`src/rtl/intalu_pkg.sv`:
```
package intalu_pkg;
  localparam int DATA_W = 32;
  localparam int IMM_W  = 16;
  localparam int OP_W   = 4;

  typedef enum logic [OP_W-1:0] {
    OP_AND  = 4'b0000,
    OP_OR   = 4'b0001,
    OP_ADD  = 4'b0010,
    OP_SUB  = 4'b0110,
    OP_SLT  = 4'b0111,
    OP_NOR  = 4'b1100,
    OP_XOR  = 4'b1101,
    OP_SLTU = 4'b1111
  } alu_op_e;

  typedef enum logic [1:0] {
    LG_AND = 2'd0,
    LG_OR  = 2'd1,
    LG_NOR = 2'd2,
    LG_XOR = 2'd3
  } logic_fn_e;

  function automatic logic is_arith(input logic [OP_W-1:0] code);
    return (code == OP_ADD) || (code == OP_SUB);
  endfunction

  function automatic logic is_compare(input logic [OP_W-1:0] code);
    return (code == OP_SLT) || (code == OP_SLTU);
  endfunction

  function automatic logic needs_invert(input logic [OP_W-1:0] code);
    return (code == OP_SUB) || (code == OP_SLT) || (code == OP_SLTU);
  endfunction

  function automatic logic is_logic(input logic [OP_W-1:0] code);
    return (code == OP_AND) || (code == OP_OR) ||
           (code == OP_NOR) || (code == OP_XOR);
  endfunction

  function automatic logic_fn_e logic_sel(input logic [OP_W-1:0] code);
    case (code)
      OP_OR:   return LG_OR;
      OP_NOR:  return LG_NOR;
      OP_XOR:  return LG_XOR;
      default: return LG_AND;
    endcase
  endfunction

  // full-adder carry for one bit position
  function automatic logic carry_next(input logic a, input logic b, input logic c);
    return (a & b) | (c & (a ^ b));
  endfunction
endpackage

```
`src/rtl/intalu_opsel.sv`:
```
module intalu_opsel #(
  parameter int W     = intalu_pkg::DATA_W,
  parameter int IMM_W = intalu_pkg::IMM_W
) (
  input  logic [W-1:0]     reg_b,
  input  logic [IMM_W-1:0] imm,
  input  logic             use_imm,
  input  logic             imm_signed,
  output logic [W-1:0]     eff_b
);
  localparam int EXT_W = W - IMM_W;

  logic [EXT_W-1:0] fill;
  logic [W-1:0]     wide_imm;

  always_comb begin
    fill     = {EXT_W{imm_signed & imm[IMM_W-1]}};
    wide_imm = {fill, imm};
    eff_b    = use_imm ? wide_imm : reg_b;
  end
endmodule

```
`src/rtl/intalu_adder.sv`:
```
module intalu_adder #(
  parameter int W = intalu_pkg::DATA_W
) (
  input  logic [W-1:0] a,
  input  logic [W-1:0] b,
  input  logic         invert_b,
  output logic [W-1:0] sum,
  output logic         carry_msb,
  output logic         carry_out
);
  import intalu_pkg::*;

  logic [W-1:0] b_cond;

  always_comb begin
    logic c;
    b_cond    = invert_b ? ~b : b;
    c         = invert_b;
    carry_msb = 1'b0;
    sum       = '0;
    for (int i = 0; i < W; i++) begin
      if (i == W - 1) carry_msb = c;
      sum[i] = a[i] ^ b_cond[i] ^ c;
      c      = carry_next(a[i], b_cond[i], c);
    end
    carry_out = c;
  end
endmodule

```
`src/rtl/intalu_logic.sv`:
```
module intalu_logic #(
  parameter int W = intalu_pkg::DATA_W
) (
  input  logic [W-1:0]          a,
  input  logic [W-1:0]          b,
  input  intalu_pkg::logic_fn_e fn,
  output logic [W-1:0]          y
);
  import intalu_pkg::*;

  always_comb begin
    case (fn)
      LG_OR:   y = a | b;
      LG_NOR:  y = ~(a | b);
      LG_XOR:  y = a ^ b;
      default: y = a & b;
    endcase
  end
endmodule

```
`src/rtl/intalu.sv`:
```
module intalu #(
  parameter int W     = intalu_pkg::DATA_W,
  parameter int IMM_W = intalu_pkg::IMM_W,
  parameter int OP_W  = intalu_pkg::OP_W
) (
  input  logic [W-1:0]     opnd_a,
  input  logic [W-1:0]     opnd_b,
  input  logic [IMM_W-1:0] imm,
  input  logic             use_imm,
  input  logic             imm_signed,
  input  logic             arith_signed,
  input  logic [OP_W-1:0]  op_code,
  output logic [W-1:0]     result,
  output logic             zero,
  output logic             ovf
);
  import intalu_pkg::*;

  // named internal events for the checker
  logic [W-1:0] eff_b;
  logic [W-1:0] add_sum;
  logic         c_msb;
  logic         c_out;
  logic [W-1:0] logic_y;
  logic         raw_ovf;
  logic         slt_bit;
  logic         sltu_bit;

  intalu_opsel #(.W(W), .IMM_W(IMM_W)) u_opsel (
    .reg_b      (opnd_b),
    .imm        (imm),
    .use_imm    (use_imm),
    .imm_signed (imm_signed),
    .eff_b      (eff_b)
  );

  intalu_adder #(.W(W)) u_adder (
    .a         (opnd_a),
    .b         (eff_b),
    .invert_b  (needs_invert(op_code)),
    .sum       (add_sum),
    .carry_msb (c_msb),
    .carry_out (c_out)
  );

  intalu_logic #(.W(W)) u_logic (
    .a  (opnd_a),
    .b  (eff_b),
    .fn (logic_sel(op_code)),
    .y  (logic_y)
  );

  assign raw_ovf  = c_msb ^ c_out;
  assign slt_bit  = add_sum[W-1];
  assign sltu_bit = ~c_out;

  always_comb begin
    result = '0;
    if (is_logic(op_code))      result = logic_y;
    else if (is_arith(op_code)) result = add_sum;
    else if (op_code == OP_SLT) result = {{(W-1){1'b0}}, slt_bit};
    else if (op_code == OP_SLTU) result = {{(W-1){1'b0}}, sltu_bit};
  end

  assign ovf  = arith_signed & is_arith(op_code) & raw_ovf;
  assign zero = ~|result;
endmodule

```
`config.mk`:
```
export PLATFORM = sky130hd
export DESIGN_NAME = intalu
export DESIGN_NICKNAME = d
export VERILOG_FILES = /design/src/rtl/intalu_pkg.sv /design/src/rtl/intalu_opsel.sv /design/src/rtl/intalu_adder.sv /design/src/rtl/intalu_logic.sv /design/src/rtl/intalu.sv
export SDC_FILE = /design/constraint.sdc
export NUM_CORES = 1
export LEC_CHECK = 0
export BUFFER_PORTS_ARGS = -buffer_cell sky130_fd_sc_hd__buf_2
export CAP_MARGIN = 20
export CORE_UTILIZATION = 30
export DETAILED_ROUTE_END_ITERATION = 8
export SYNTH_ARGS = -nofsm -noshare
export SYNTH_HDL_FRONTEND = slang
export SYNTH_SLANG_ARGS = --single-unit
```
`constraint.sdc`:
```
create_clock -name vclk -period 36.4
set_input_delay 3.64 -clock vclk [all_inputs]
set_output_delay 3.64 -clock vclk [all_outputs]
set_load 0.01 [all_outputs]
```
==> flow_summary.yaml, run 1 <==
die:
  die_w_um: 117.1
  core_mm2: 0.01277
  core.rowCount: 41
  die_h_um: 117.1
  die-area_mm2: 0.01371
  ios: 121
  start_util_pct: 31.12
job:
  cap_violations: 0
synth:
  avgSynthCellArea_um2: 7.749
  syn_nets: 695
  yosys.area_share.simple_pct: 15.93
  yosys.area.top_type: "ha_1"
  synth_area_leaders: "ha_1, fa_1, xnor2_1"
  synth_top_family_by_area: "adder cells"
  muxShareOfSynthArea_pct: 5.099
  netlist_area_mm2: 0.003975
  syn_inst: 513
  synth_cell_types: 55
  synth_compound_area_share_pct: 23.83
  synth-seq-area-share_pct: 0
  synthAdderAreaFrac_pct: 35.76
  synth_xor_area_share_pct: 7.271
  ys_warn_count: 0
  synth_top_area_share_pct: 20.14
grt:
  grt.busiest_layer: "met2"
  grt_max_degree: 48
  grt.met2_usage_pct: 35.19
  use_met3_pct: 1.390
  grt_usage_pct: 19.55
  antenna_found_initial: 0
  grt_pass1_wl_um: 21040
  grt_pass1_vias: 4215
  grt_use_met1_pct: 25.79
  grt-ovfl-total: 0
sta:
  finalHoldViolations: 0
  final-setup-viol-count: 0
  grt_setup_unrepaired: "no"
  setup-tns-final_ns: 0
  finalCriticalPeriod_ns: 23.41
  slew_viol_final: 0
  max_slew_margin_pct: 28.38
  post-route-period-util_pct: 64.31
  tightest_slew_ns: 1.072
  max_freq_mhz: 42.72
setup_path:
  critical_path_buf_inv_count: 5
  crit_slowest_cell: "buf_2"
  path_delay_family: "adder cells"
  crit_top_cell: "fa_1"
  cp.required_ns: 32.76
  cp_data_arrival_time_ns: 19.77
  crit_type: "input pin to primary output"
  cpPeakStageDelay_ns: 0.66
  crit_path_end_kind: "primary output"
  path_max_fanout: 47
  startpoint_type: "input pin"
finish:
  clock_buffers: 0
  diodes: 0
  syn_to_final_growth_pct: 16.30
  drive_above_1_share_pct: 24.25
  seqCellArea_um2: 0
  final_util_pct: 36.19
  seq_cells: 0
  most-common-layout-cells: "buf_2, inv_1, ha_1"
  instances_no_fill: 770
  fillCellCount: 1344
  fin_nets: 782
  mostFrequentLayoutCell: "buf_2"
placed_design:
  dp.cells: 770
  gp_congestion: 0.8409
  portBuffers: 121
  dp.final_hpwl_um: 10230
routing:
  dr_total_vias: 4184
  drtIter0Drc: 267
  wl_um: 13390
  postRouteAntennaNets: 0
  drtPass1Iterations: 5
  drc: 0
  routed_via_density: 5.434
  wl_per_cell_um: 17.38
clock_network:
  ctsHoldBuffers: 0
  postCtsSetupBuffers: 0
  cts.repair.resized: 0
power:
  max-vdd-ir-drop_uv: 11.35
  power.density_mw_per_mm2: 15.88
  cellLeakagePower_uw: 0.002332
hold_path:
  hold_class: "input pin to primary output"
outcome:
  status: "finished, final reports clean"
cell usage after synthesis (2+ instances only):
master	number
nand2_1	27
nand3_1	6
or3_1	6
mux2i_1	18
a31oi_1	17
a22oi_1	17
mux2_2	2
nor2_1	33
o311ai_0	2
nand4_1	10
xor2_1	2
o221ai_1	6
and3b_1	2
o21ai_1	2
o21ai_0	42
o211a_1	6
a22o_1	2
a21oi_1	4
o22ai_1	6
a211oi_1	2
buf_1	2
buf_6	4
fa_1	31
o21bai_1	2
o31ai_1	2
a2bb2oi_1	11
ha_1	64
nand2b_1	9
buf_2	16
inv_1	68
inv_2	2
clkbuf_1	13
nand4b_1	5
buf_4	5
nor4_1	3
o211ai_1	2
or3b_2	7
o32ai_1	8
xnor2_1	31
tightest hold or removal path, delay by kind of cell:
| family | cells | cell delay, ns |
|---|---|---|
| buffers and inverters | 2 | 0.20 |
| AND/OR/NAND/NOR | 1 | 0.12 |
routing by layer:
metal  share of wire, %  vias to the layer above
li1                   -                     1968
met1                 43                     2034
met2                 49                      168
met3                6.7                       14
met4                1.0                        0
met5                  0                        -
per-stage QoR:
step / hold slack [ns] / total power, uW / instance area [um2] / worst slack [ns]
6_report: 7.603 / 73.42 / 4623 / 12.99
5_1_grt: 7.641 / 83.02 / 4623 / 12.29
4_1_cts: 7.603 / 73.60 / 4623 / 12.98
3_5_place_dp: 7.597 / 73.26 / 4623 / 13.03
3_3_place_gp: 7.597 / 71.15 / 4623 / 13.32
2_1_floorplan: 7.435 / 49.32 / 3975 / 14.49
worst paths after layout:
check | start | endpoint | slack (ns) | depth (start not counted)
max | op_code[0] | zero | 12.99 | 44
min | arith_signed | ovf | 7.60 | 3
report_power, final:
group	total (uW)	switching (uW)	internal, uW
Combinational	73.4	42.2	31.3
Clock	0	0	0
Sequential	0	0	0
logic make-up (layout without fill, tap and decap cells):
logic type,after synthesis,count (layout)
compound gates,137,137
buf+inv,110,195
simple gates,118,118
mux,20,20
xor+xnor,33,33
fa+ha+maj,95,95
layout make-up:
class              instances  area [um2]  share of cell area (%)
multi-input cells        403        3510                   75.91
inverters                 70       262.8                   5.683
well taps                172       215.2                   4.655
repair buffers           125       635.6                   13.75
No activity file was read; power rests on OpenSTA's default activity.
==> run 2, diff against run 1 <==
Clock period 36.4 ns to 19.81 ns, I/O delays scaled along.
==> run 2 against run 1 <==
Effect of this change: cell count is 0.78% higher; design area increased by 1.1%; largest cell class unchanged; critical endpoint unchanged; utilization rose by 0.40 points; routed wire length rose by 0.77%; count of clock-buffer cells in the layout stayed put; worst setup slack worse by 12 ns; global-route usage rose by 0.24 points; critical path type unchanged; die area stayed put; power grew 85%.
==> flow_summary.yaml, run 2 (same netlist as run 1, synthesis figures left out) <==
finish:
  seq_cells: 0
  clock_buffers: 0
  syn_to_final_growth_pct: 17.60
  seqCellArea_um2: 0
  fillCellCount: 1376
  instances_no_fill: 776
  fin_nets: 788
  most-common-layout-cells: "buf_2, inv_1, ha_1"
  drive_above_1_share_pct: 25.17
  mostFrequentLayoutCell: "buf_2"
  diodes: 0
sta:
  worst_hold_slack_ns: 4.310
  max_slew_margin_pct: 37.27
  grt_setup_unrepaired: "no"
  setup-tns-final_ns: 0
  slew_viol_final: 0
  setup_ws_ns: 0.6635
  finalHoldViolations: 0
  tightest_slew_ns: 0.9399
  post-route-period-util_pct: 96.65
  max_freq_mhz: 52.23
  finalCriticalPeriod_ns: 19.15
  final-setup-viol-count: 0
grt:
  grt_usage_pct: 19.79
  grt-ovfl-total: 0
  grt_pass1_vias: 4311
  antenna_found_initial: 0
  grt_pass1_wl_um: 21360
  grt_max_degree: 47
setup_path:
  cp.required_ns: 17.83
  path_delay_family: "adder cells"
  cp_data_arrival_time_ns: 17.17
  startpoint_type: "input pin"
  critical_path_buf_inv_count: 5
  crit_path_end_kind: "primary output"
  crit_slowest_cell: "fa_1"
  path_max_fanout: 3
  cpPeakStageDelay_ns: 0.45
  crit_type: "input pin to primary output"
  crit_top_cell: "fa_1"
die:
  ios: 121
  die-area_mm2: 0.01371
  core.rowCount: 41
  start_util_pct: 31.12
  die_w_um: 117.1
  core_mm2: 0.01277
  die_h_um: 117.1
routing:
  postRouteAntennaNets: 0
  wl_per_cell_um: 17.38
  drc: 0
  wl_um: 13490
  routed_via_density: 5.438
  dr_total_vias: 4220
  drtPass1Iterations: 4
  drtIter0Drc: 253
power:
  cellLeakagePower_uw: 0.002363
  max-vdd-ir-drop_uv: 12.24
  power.density_mw_per_mm2: 29.05
  finalPower_uw: 135.8
placed_design:
  dp.cells: 776
  preCtsSetupSlack_ns: 0.5305
  portBuffers: 121
  gp_congestion: 0.8605
  dp.final_hpwl_um: 10330
hold_path:
  hold_class: "input pin to primary output"
clock_network:
  ctsHoldBuffers: 0
outcome:
  status: "finished, final reports clean"
job:
  cap_violations: 0
==> run 2: changes by cell type in the layout (fill, tap and decap cells not counted) <==
| cell | previous run | this run |
|---|---|---|
| nor4b_2 | 0 | 1 |
| nor4b_1 | 1 | 0 |
| buf_4 | 4 | 10 |
==> run 2: worst paths after layout <==
path,startpoint,to,depth (start not counted)
worst max-delay path,use_imm,zero,44
worst min-delay path,arith_signed,ovf,3
==> run 2: through the flow <==
stage	cell area, um2	util (%)
floorplan	3975	-
global placement	4668	36.55
detailed placement	4668	36.55
CTS	4668	36.55
global route	4674	36.60
finish	4674	36.60
==> run 2: layout make-up <==
cell class / instances / area [um2] / share of cell area, %
timing repair buffer: 131 / 680.7 / 14.56
tap: 172 / 215.2 / 4.604
multi-input combinational: 403 / 3516 / 75.21
inverter: 70 / 262.8 / 5.621
==> run 2: power breakdown <==
part           total (uW)  internal [uW]  switching, uW  leakage (uW)
registers               0              0              0             0
logic                 136           58.0           77.7       0.00236
clock network           0              0              0             0
==> run 2: repair_timing <==
action / 4_1_cts / 5_1_grt
setup endpoints to repair: 0 / 1
buffers inserted: 0 / 0
gates resized for setup: 0 / 1
==> run 2: per-layer routing <==
metal / vias to the layer above / share of wire, % / track usage [%]
li1: 1978 / - / -
met1: 2026 / 44 / 26.19
met5: - / 0 / 0
met4: 0 / 1.7 / 3.882
met3: 26 / 6.5 / 1.905
met2: 190 / 47 / 35.03
==> run 3, diff against run 2 <==
Settings changed: BUFFER_PORTS_ARGS -buffer_cell sky130_fd_sc_hd__buf_2 to -buffer_cell sky130_fd_sc_hd__buf_4, CORE_MARGIN set to 2.
==> run 3 against run 2 <==
Effect of this change: sequential share of layout area did not move; design area increased by 6.5%; power grew 7.1%; sequential cell count stayed put; utilization grew 1.5 points; highest routed layer unchanged; routed wire length is 3.3% higher; largest power group unchanged; count of clock-buffer cells in the layout is the same; first-iteration DRC count is 7.1% lower.
==> flow_summary.yaml, run 3 (same netlist as run 1, synthesis figures left out) <==
outcome:
  status: "finished, final reports clean"
power:
  max-vdd-ir-drop_uv: 21.84
  power.density_mw_per_mm2: 29.21
  cellLeakagePower_uw: 0.002444
placed_design:
  place_area_mm2: 0.004946
  portBuffers: 121
  dp.final_hpwl_um: 10620
  dp.cells: 776
  gp_congestion: 0.8455
grt:
  antenna_found_initial: 0
  grt_max_degree: 48
  grt_pass1_wl_um: 22280
  grt-ovfl-total: 0
  grt_usage_pct: 19.25
  grt_pass1_vias: 4413
sta:
  max_slew_margin_pct: 48.16
  max_freq_mhz: 52.20
  final-setup-viol-count: 0
  slew_viol_final: 0
  tightest_slew_ns: 0.7775
  post-route-period-util_pct: 96.70
  finalCriticalPeriod_ns: 19.16
  setup-tns-final_ns: 0
  grt_setup_unrepaired: "no"
  finalHoldViolations: 0
routing:
  dr_total_vias: 4118
  drtPass1Iterations: 5
  wl_per_cell_um: 17.89
  drc: 0
  wl_um: 13940
  routed_via_density: 5.286
  postRouteAntennaNets: 0
  drtIter0Drc: 235
setup_path:
  worstSetupPathDepth: 44
  startpoint_type: "input pin"
  cp-startpoint: "use_imm"
  cp.required_ns: 17.83
  crit_type: "input pin to primary output"
  cp_data_arrival_time_ns: 17.18
  cpPeakStageDelay_ns: 0.47
  crit_path_end_kind: "primary output"
  crit_slowest_cell: "fa_1"
  crit_top_cell: "fa_1"
  critical_path_buf_inv_count: 5
  endpoint: "zero"
  path_max_fanout: 3
  path_delay_family: "adder cells"
finish:
  seq_cells: 0
  syn_to_final_growth_pct: 25.24
  fin_nets: 787
  postLayoutCellArea_mm2: 0.004979
  fillCellCount: 1376
  most-common-layout-cells: "buf_4, inv_1, ha_1"
  diodes: 0
  seqCellArea_um2: 0
  instances_no_fill: 779
  mostFrequentLayoutCell: "buf_4"
  drive_above_1_share_pct: 25.04
  clock_buffers: 0
die:
  core.rowCount: 42
  core_mm2: 0.01309
  ios: 121
  die_w_um: 119.1
  start_util_pct: 30.38
  die-area_mm2: 0.01419
  die_h_um: 119.1
job:
  cap_violations: 0
hold_path:
  hold_depth: 3
  hold_class: "input pin to primary output"
run 3: cell count changes in the layout (fill, tap and decap cells not counted), sizes merged:
cell  change
buf       -1
run 3: report_power, final:
part | internal (uW) | total, uW | switching [uW]
logic | 67.1 | 145 | 78.4
registers | 0 | 0 | 0
clock network | 0 | 0 | 0
total | 67.1 | 145 | 78.4
run 3: per-stage QoR:
stage | hold slack [ns] | setup slack (ns) | total power (uW) | utilization [%]
after detailed placement | 4.285 | 0.3949 | 144.5 | 37.80
after CTS | 4.286 | 0.3867 | 145.7 | 37.80
after floorplan | 4.117 | 1.214 | 90.62 | -
final | 4.287 | 0.6536 | 145.4 | 38.05
after global placement | 4.293 | 0.7215 | 141.1 | 37.80
after global routing | 4.309 | 0.02993 | 162.9 | 38.05
run 3: worst min-delay path by stage:
stage / from / to / slack, ns
2_1_floorplan: arith_signed / ovf / 4.12
3_3_place_gp: arith_signed / ovf / 4.29
3_5_place_dp: arith_signed / ovf / 4.29
4_1_cts: arith_signed / ovf / 4.29
5_1_grt: arith_signed / ovf / 4.31
6_report: arith_signed / ovf / 4.29
run 3: cell type report:
| cell class | instances | area (um2) | area share [%] |
|---|---|---|---|
| Multi-Input combinational cell | 403 | 3516 | 70.62 |
| Tap cell | 176 | 220.2 | 4.423 |
| Timing Repair Buffer | 130 | 979.7 | 19.68 |
| Inverter | 70 | 262.8 | 5.278 |
run 3: timing repair:
action	CTS	global route
setup endpoints to repair	0	1
buffers inserted	0	3
gates resized for setup	0	2
hold endpoints to repair	0	0
hold buffers	0	0
run 3: metal layers:
layer	routed length [um]	GRT usage, %	vias to the layer above
met1	5792	24.38	1967
met4	178	3.646	0
met2	6974	35.17	155
met3	990	2.203	14
li1	-	-	1982
met5	0	0	-
run 3: tightest hold or removal path, delay by kind of cell:
kind,cells,cell delay [ns]
buffers and inverters,2,0.19
AND/OR/NAND/NOR,1,0.13
